**src/rtl/uartrx_pkg.sv**
```systemverilog
package uartrx_pkg;
  localparam int OS_RATE  = 16;
  localparam int DATA_MIN = 6;
  localparam int DATA_MAX = 13;
  localparam int LEN_W    = 4;

  typedef enum logic [2:0] {
    ST_IDLE,
    ST_START,
    ST_DATA,
    ST_PARITY,
    ST_STOP,
    ST_HOLD
  } rx_state_e;
endpackage

```
**src/rtl/uartrx_line_cond.sv**
```systemverilog
module uartrx_line_cond #(
  parameter int SYNC_STAGES = 2
) (
  input  logic clk,
  input  logic rst,
  input  logic rx_pin,
  input  logic invert,
  input  logic use_sync,
  output logic rx_cond
);
  logic raw;
  logic sync_out;

  assign raw = rx_pin ^ invert;

  generate
    if (SYNC_STAGES > 1) begin : g_chain
      logic [SYNC_STAGES-1:0] chain;
      always_ff @(posedge clk) begin
        if (rst) chain <= '1;
        else     chain <= {chain[SYNC_STAGES-2:0], raw};
      end
      assign sync_out = chain[SYNC_STAGES-1];
    end else begin : g_single
      logic stage;
      always_ff @(posedge clk) begin
        if (rst) stage <= 1'b1;
        else     stage <= raw;
      end
      assign sync_out = stage;
    end
  endgenerate

  assign rx_cond = use_sync ? sync_out : raw;
endmodule

```
**src/rtl/uartrx_frame.sv**
```systemverilog
module uartrx_frame
  import uartrx_pkg::*;
#(
  parameter int OS     = 16,
  parameter int DMIN   = 6,
  parameter int DMAX   = 13,
  parameter int LW     = 4,
  parameter int WORD_W = DMAX + 3
) (
  input  logic              clk,
  input  logic              rst,
  input  logic              os_tick,
  input  logic              rx_bit,
  input  logic [LW-1:0]     cfg_word_len,
  input  logic              cfg_lsb_first,
  input  logic              cfg_par_en,
  input  logic              cfg_par_even,
  input  logic              cfg_two_stop,
  output logic              word_push,
  output logic [WORD_W-1:0] word_data,
  output logic              busy
);
  localparam int CNT_W = $clog2(OS);
  localparam int IDX_W = $clog2(DMAX + 1);
  localparam int LOW_W = $clog2((DMAX + 4) * OS + 2);
  localparam logic [CNT_W-1:0] T_MID  = CNT_W'(OS - 1);
  localparam logic [CNT_W-1:0] T_HALF = CNT_W'(OS / 2 - 1);
  localparam logic [LOW_W-1:0] LOW_MAX = {LOW_W{1'b1}};

  rx_state_e         state;
  logic [CNT_W-1:0]  tcnt;
  logic [IDX_W-1:0]  bit_idx;
  logic [IDX_W-1:0]  eff_len;
  logic [IDX_W-1:0]  wr_idx;
  logic [DMAX-1:0]   shreg;
  logic              dpar;
  logic              perr;
  logic              brk_seen;
  logic [LOW_W-1:0]  low_cnt;
  logic [LOW_W-1:0]  thresh;

  always_comb begin
    if (cfg_word_len < LW'(DMIN))      eff_len = IDX_W'(DMIN);
    else if (cfg_word_len > LW'(DMAX)) eff_len = IDX_W'(DMAX);
    else                               eff_len = IDX_W'(cfg_word_len);
  end

  assign thresh = LOW_W'((32'(eff_len) + 32'd2 + 32'(cfg_par_en) + 32'(cfg_two_stop)) * OS);
  assign wr_idx = cfg_lsb_first ? bit_idx : (eff_len - IDX_W'(1) - bit_idx);
  assign busy   = (state != ST_IDLE);

  // low-level run length, counted in ticks, used for break detection
  always_ff @(posedge clk) begin
    if (rst) low_cnt <= '0;
    else if (os_tick) begin
      if (rx_bit)                low_cnt <= '0;
      else if (low_cnt != LOW_MAX) low_cnt <= low_cnt + LOW_W'(1);
    end
  end

  always_ff @(posedge clk) begin
    if (rst) begin
      state     <= ST_IDLE;
      tcnt      <= '0;
      bit_idx   <= '0;
      shreg     <= '0;
      dpar      <= 1'b0;
      perr      <= 1'b0;
      brk_seen  <= 1'b0;
      word_push <= 1'b0;
      word_data <= '0;
    end else begin
      word_push <= 1'b0;
      if (os_tick && !rx_bit && (low_cnt >= thresh)) brk_seen <= 1'b1;
      case (state)
        ST_IDLE: begin
          if (os_tick && !rx_bit) begin
            state    <= ST_START;
            tcnt     <= '0;
            bit_idx  <= '0;
            shreg    <= '0;
            dpar     <= 1'b0;
            perr     <= 1'b0;
            brk_seen <= 1'b0;
          end
        end
        ST_START: begin
          if (os_tick) begin
            if (tcnt == T_HALF) begin
              tcnt  <= '0;
              state <= rx_bit ? ST_IDLE : ST_DATA;
            end else tcnt <= tcnt + CNT_W'(1);
          end
        end
        ST_DATA: begin
          if (os_tick) begin
            if (tcnt == T_MID) begin
              tcnt          <= '0;
              shreg[wr_idx] <= rx_bit;
              dpar          <= dpar ^ rx_bit;
              bit_idx       <= bit_idx + IDX_W'(1);
              if (bit_idx == eff_len - IDX_W'(1))
                state <= cfg_par_en ? ST_PARITY : ST_STOP;
            end else tcnt <= tcnt + CNT_W'(1);
          end
        end
        ST_PARITY: begin
          if (os_tick) begin
            if (tcnt == T_MID) begin
              tcnt  <= '0;
              perr  <= dpar ^ rx_bit ^ !cfg_par_even;
              state <= ST_STOP;
            end else tcnt <= tcnt + CNT_W'(1);
          end
        end
        ST_STOP: begin
          if (os_tick) begin
            if (tcnt == T_MID) begin
              tcnt <= '0;
              if (rx_bit) begin
                word_push <= 1'b1;
                word_data <= {1'b0, 1'b0, perr, shreg};
                state     <= ST_IDLE;
              end else state <= ST_HOLD;
            end else tcnt <= tcnt + CNT_W'(1);
          end
        end
        ST_HOLD: begin
          if (os_tick && rx_bit) begin
            word_push <= 1'b1;
            word_data <= {brk_seen, 1'b1, perr, shreg};
            state     <= ST_IDLE;
          end
        end
        default: state <= ST_IDLE;
      endcase
    end
  end
endmodule

```
**src/rtl/uartrx_buffer.sv**
```systemverilog
module uartrx_buffer #(
  parameter int WIDTH = 16,
  parameter int DEPTH = 2
) (
  input  logic             clk,
  input  logic             rst,
  input  logic             push,
  input  logic [WIDTH-1:0] din,
  input  logic             pop,
  output logic [WIDTH-1:0] dout,
  output logic             empty,
  output logic             full,
  output logic             overrun_evt
);
  localparam int PTR_W = (DEPTH > 1) ? $clog2(DEPTH) : 1;
  localparam int CNT_W = $clog2(DEPTH + 1);
  localparam logic [PTR_W-1:0] LAST = PTR_W'(DEPTH - 1);

  logic [WIDTH-1:0] mem [DEPTH];
  logic [PTR_W-1:0] wr_ptr, rd_ptr;
  logic [CNT_W-1:0] level;
  logic             wr_ok, rd_ok;

  assign empty       = (level == '0);
  assign full        = (level == CNT_W'(DEPTH));
  assign wr_ok       = push && !full;
  assign rd_ok       = pop && !empty;
  assign overrun_evt = push && full;
  assign dout        = mem[rd_ptr];

  always_ff @(posedge clk) begin
    if (wr_ok) mem[wr_ptr] <= din;
  end

  always_ff @(posedge clk) begin
    if (rst) begin
      wr_ptr <= '0;
      rd_ptr <= '0;
      level  <= '0;
    end else begin
      if (wr_ok) wr_ptr <= (wr_ptr == LAST) ? '0 : wr_ptr + PTR_W'(1);
      if (rd_ok) rd_ptr <= (rd_ptr == LAST) ? '0 : rd_ptr + PTR_W'(1);
      case ({wr_ok, rd_ok})
        2'b10:   level <= level + CNT_W'(1);
        2'b01:   level <= level - CNT_W'(1);
        default: level <= level;
      endcase
    end
  end
endmodule

```
**src/rtl/uart_rx_core.sv**
```systemverilog
module uart_rx_core
  import uartrx_pkg::*;
#(
  parameter int OS_RATE_P  = OS_RATE,
  parameter int DATA_MIN_P = DATA_MIN,
  parameter int DATA_MAX_P = DATA_MAX,
  parameter int LEN_W_P    = LEN_W,
  parameter int BUF_DEPTH  = 2,
  parameter int SYNC_STAGE = 2,
  parameter int WORD_W     = DATA_MAX_P + 3
) (
  input  logic               clk,
  input  logic               rst,
  input  logic               rx_pin,
  input  logic               os_tick,
  input  logic               cfg_rx_invert,
  input  logic               cfg_use_sync,
  input  logic [LEN_W_P-1:0] cfg_word_len,
  input  logic               cfg_lsb_first,
  input  logic               cfg_par_en,
  input  logic               cfg_par_even,
  input  logic               cfg_two_stop,
  input  logic               rd_en,
  output logic [WORD_W-1:0]  rd_data,
  output logic               rx_empty,
  output logic               rx_full,
  input  logic               clr_err,
  input  logic               clr_ovr,
  output logic               err_break,
  output logic               err_frame,
  output logic               err_parity,
  output logic               rx_overrun,
  output logic               rx_busy
);
  localparam int B_BRK = WORD_W - 1;
  localparam int B_FRM = WORD_W - 2;
  localparam int B_PAR = WORD_W - 3;

  logic              rx_cond;
  logic              word_push;
  logic [WORD_W-1:0] word_data;
  logic              ovr_evt;

  uartrx_line_cond #(.SYNC_STAGES(SYNC_STAGE)) u_cond (
    .clk(clk), .rst(rst), .rx_pin(rx_pin), .invert(cfg_rx_invert),
    .use_sync(cfg_use_sync), .rx_cond(rx_cond)
  );

  uartrx_frame #(
    .OS(OS_RATE_P), .DMIN(DATA_MIN_P), .DMAX(DATA_MAX_P), .LW(LEN_W_P), .WORD_W(WORD_W)
  ) u_frame (
    .clk(clk), .rst(rst), .os_tick(os_tick), .rx_bit(rx_cond),
    .cfg_word_len(cfg_word_len), .cfg_lsb_first(cfg_lsb_first),
    .cfg_par_en(cfg_par_en), .cfg_par_even(cfg_par_even), .cfg_two_stop(cfg_two_stop),
    .word_push(word_push), .word_data(word_data), .busy(rx_busy)
  );

  uartrx_buffer #(.WIDTH(WORD_W), .DEPTH(BUF_DEPTH)) u_buf (
    .clk(clk), .rst(rst), .push(word_push), .din(word_data), .pop(rd_en),
    .dout(rd_data), .empty(rx_empty), .full(rx_full), .overrun_evt(ovr_evt)
  );

  // sticky flags: a new event wins over a clear in the same cycle
  always_ff @(posedge clk) begin
    if (rst) begin
      err_break  <= 1'b0;
      err_frame  <= 1'b0;
      err_parity <= 1'b0;
      rx_overrun <= 1'b0;
    end else begin
      err_break  <= (err_break  && !clr_err) || (word_push && word_data[B_BRK]);
      err_frame  <= (err_frame  && !clr_err) || (word_push && word_data[B_FRM]);
      err_parity <= (err_parity && !clr_err) || (word_push && word_data[B_PAR]);
      rx_overrun <= (rx_overrun && !clr_ovr) || ovr_evt;
    end
  end
endmodule

```
**config.mk**
```make
export PLATFORM = sky130hd
export DESIGN_NAME = uart_rx_core
export DESIGN_NICKNAME = d
export VERILOG_FILES = /design/src/rtl/uartrx_pkg.sv /design/src/rtl/uartrx_line_cond.sv /design/src/rtl/uartrx_frame.sv /design/src/rtl/uartrx_buffer.sv /design/src/rtl/uart_rx_core.sv
export SDC_FILE = /design/constraint.sdc
export NUM_CORES = 1
export LEC_CHECK = 0
export BUFFER_PORTS_ARGS = -buffer_cell sky130_fd_sc_hd__buf_2
export CORE_MARGIN = 3
export CORE_UTILIZATION = 64
export DETAILED_ROUTE_END_ITERATION = 8
export PLACE_DENSITY = 0.89
export SETUP_SLACK_MARGIN = 0.02
export SLEW_MARGIN = 20
export SYNTH_ARGS = -nofsm -noshare
export SYNTH_HDL_FRONTEND = slang
export SYNTH_SLANG_ARGS = --single-unit
```
**constraint.sdc**
```tcl
create_clock -name clk -period 7.1 [get_ports clk]
set_input_delay 0.71 -clock clk [delete_from_list [all_inputs] [get_ports clk]]
set_output_delay 0.71 -clock clk [all_outputs]
set_load 0.03 [all_outputs]
```
==> flow_summary.json <==
{
  "cts_sinks": 96,
  "io_pins": 40,
  "postLayoutCoreUtil_pct": 74.2,
  "n_fill_cell": 502,
  "antenna_cells": 0,
  "dieWidth_um": 92.2,
  "track_usage_pct": 23.0,
  "path_common_cell": "ha_1",
  "grt_max_degree": 49,
  "cts_hold_buffers": 0,
  "die_y_um": 92.2,
  "routed_wl_um": 9460,
  "fin_cells": 601,
  "cts-buffers-inserted": 9,
  "clkSlewWorstSetupHoldPaths_ps": 100,
  "fin_setup_tns_ps": 0,
  "dr.pass1.iters": 6,
  "period_share_pct": 47.8,
  "start_util_pct": 68.1,
  "use_met1_pct": 30.7,
  "ant_nets": 0,
  "cpPeakStageDelay_ps": 400,
  "post-cts-setup-buffers": 0,
  "grt_pass1_vias": 3319,
  "synth_top_area_share_pct": 26.9,
  "insertion_delay_ps": 360,
  "num_vias": 3677,
  "dp_hpwl_um": 6520,
  "cp.buffers_inverters": 2,
  "final_common_cell": "dfxtp_1",
  "place_congestion": 0.890,
  "netlist_area_sq_um": 4760,
  "status": "finished clean",
  "dp_cells": 585,
  "drc": 0,
  "synth_top_family_by_area": "simple AND/OR/NAND/NOR gates",
  "setup_viol_count_final": 0,
  "synth_fa_ha_area_share_pct": 5.05,
  "ys_ff_latch": 96,
  "grt_overflow": 0,
  "rsz0062_at_grt": "false",
  "syn_nets": 510,
  "drive_gt1_share_pct": 17.4,
  "final-hold-violation-count": 0,
  "crit_fanout": 9,
  "antenna_found_initial": 0,
  "fmax_mhz": 295,
  "critical_path.slowest_cell": "o31a_1",
  "synth_area_leader_cell": "dfxtp_1",
  "async_flop_share_pct": 0,
  "synthXorXnorAreaFrac_pct": 4.00,
  "power.density_nw_per_um2": 215,
  "clockRootBuffer": "clkbuf_8",
  "worstSetupEndpointType": "register",
  "min_path_type": "register to register",
  "synth_compound_area_share_pct": 15.2,
  "synthTopCellsByArea": "dfxtp_1 27%, edfxtp_1 20%, nor2_1 4.7%",
  "cap_violations": 0,
  "fin_crit_ps": 3390,
  "nNetsFinal": 535,
  "arrival_ps": 3650,
  "ys_seq_area_share_pct": 47.1,
  "yosys-mux-area-fraction_pct": 7.60,
  "synth_warnings": 0,
  "globalRoute.busiestLayer": "met2",
  "relSlewSlack_pct": 40.2,
  "slew_violations": 0,
  "area.growth.synth_to_final_pct": 8.87,
  "cts.path.max_buffers": 2,
  "leakagePower_nw": 2.15,
  "ys.flop_type": "dfxtp_1",
  "worst_slew_pin_slew_ps": 896,
  "syn_area_per_cell_sq_um": 10.0,
  "cp-start-kind": "input port",
  "wire_per_inst_um": 15.7,
  "core_area_sq_um": 6980,
  "first_iter_violations": 424,
  "synth_enable_flop_cells": 32,
  "die_area_sq_um": 8500,
  "fp-row-count": 30,
  "cp_data_required_time_ps": 7360,
  "layout_common_cells": "64 x dfxtp_1, 60 x nor2_1, 39 x buf_2",
  "crit_chain": "buf_2 > a21oi_1 > or2_2 > ha_1 > inv_1 > ha_1 > nor2b_1 > o21ai_0 > nor3b_2 > o31a_1 > nand4_1 > a32o_1",
  "crit_type": "input port to register",
  "htreeDepth": 3,
  "synth_cells": 475,
  "cts_tree": "done",
  "yosys.area_share.simple_pct": 16.8,
  "peakVddDrop_uv": 125,
  "vias_per_cell": 6.12,
  "grt_pass1_wl_um": 15800,
  "synth_cell_types": 67,
  "worst_clock_skew_ps": 9.49,
  "cpLargestDelayFamily": "compound AO/OA/AOI/OAI gates",
  "portBuffers": 39,
  "cts-resized-gates": 0,
  "met3_usage_pct": 4.76,
  "use_met2_pct": 37.5
}
synth_stat cells, drive strengths merged (9+ instances only):
cell	n
dfxtp	64
clkbuf	10
nor3	10
xor2	10
o21ai	14
ha	16
edfxtp	32
nand3	9
mux2i	17
inv	22
nand4	11
nor2	60
a21oi	15
xnor2	10
mux2	17
buf	17
nand2	34
power breakdown:
part,switching [mW],total (mW),internal [mW]
combinational,0.101,0.161,0.0597
sequential,0.0201,0.589,0.569
clock,0.198,0.365,0.167
through the flow:
step / hold WS, ps / cell area [sq um] / power [mW] / worst slack [ps]
4_1_cts: 429 / 5170 / 1.12 / 3750
3_5_place_dp: 402 / 4970 / 0.757 / 3370
3_3_place_gp: 399 / 4970 / 0.751 / 3480
6_report: 425 / 5180 / 1.11 / 3710
2_1_floorplan: 389 / 4760 / 0.726 / 3840
5_1_grt: 439 / 5180 / 1.17 / 3520
per-layer routing:
metal | share of wire, % | up-vias | wire, um
met5 | 0 | - | 0
met4 | 1.9 | 0 | 182
met3 | 5.9 | 22 | 559
met2 | 49 | 116 | 4670
met1 | 43 | 1768 | 4050
li1 | - | 1771 | -
flip-flops by register name (all words and copies together), names as in the netlist, named ones only:
name / count
u_frame.word_push: 1
u_frame.perr: 1
u_frame.low_cnt: 9
err_frame: 1
u_buf.wr_ptr: 1
u_buf.level: 2
u_frame.state: 3
rx_overrun: 1
u_frame.dpar: 1
u_buf.mem: 32
u_buf.rd_ptr: 1
u_frame.shreg: 13
u_frame.brk_seen: 1
u_frame.bit_idx: 4
err_parity: 1
u_frame.word_data: 16
u_frame.tcnt: 4
u_cond.g_chain.chain: 2
err_break: 1
worst paths after layout:
check | endpoint | slack (ps) | from | depth (start not counted)
max | u_frame.shreg[1]$_SDFFE_PP0P_ | 3710 | cfg_word_len[2] | 12
min reg2reg | u_cond.g_chain.chain[1]$_SDFF_PP1_ | 430 | u_cond.g_chain.chain[0]$_SDFF_PP1_ | 1
max reg2reg | u_frame.shreg[1]$_SDFFE_PP0P_ | 4340 | u_frame.bit_idx[1]$_SDFFE_PP0P_ | 8
min | u_cond.g_chain.chain[1]$_SDFF_PP1_ | 430 | u_cond.g_chain.chain[0]$_SDFF_PP1_ | 1
layout make-up:
type | instances | area, sq um | share of cell area, %
clock buffer | 9 | 124 | 2.39
clock inverter | 7 | 78.8 | 1.52
inverter | 22 | 82.6 | 1.59
multi-input combinational | 330 | 2320 | 44.8
sequential | 96 | 2240 | 43.3
tap | 96 | 120 | 2.32
timing repair buffer | 41 | 210 | 4.06
cells by family (layout without fill, tap and decap cells):
group           Yosys count  after routing
mux                      34             34
flops                    96             96
compound gates           93             93
buf+inv                  49             79
simple gates            165            165
fa+ha+maj                18             18
xor+xnor                 20             20
No activity file was read; power rests on OpenSTA's default activity.
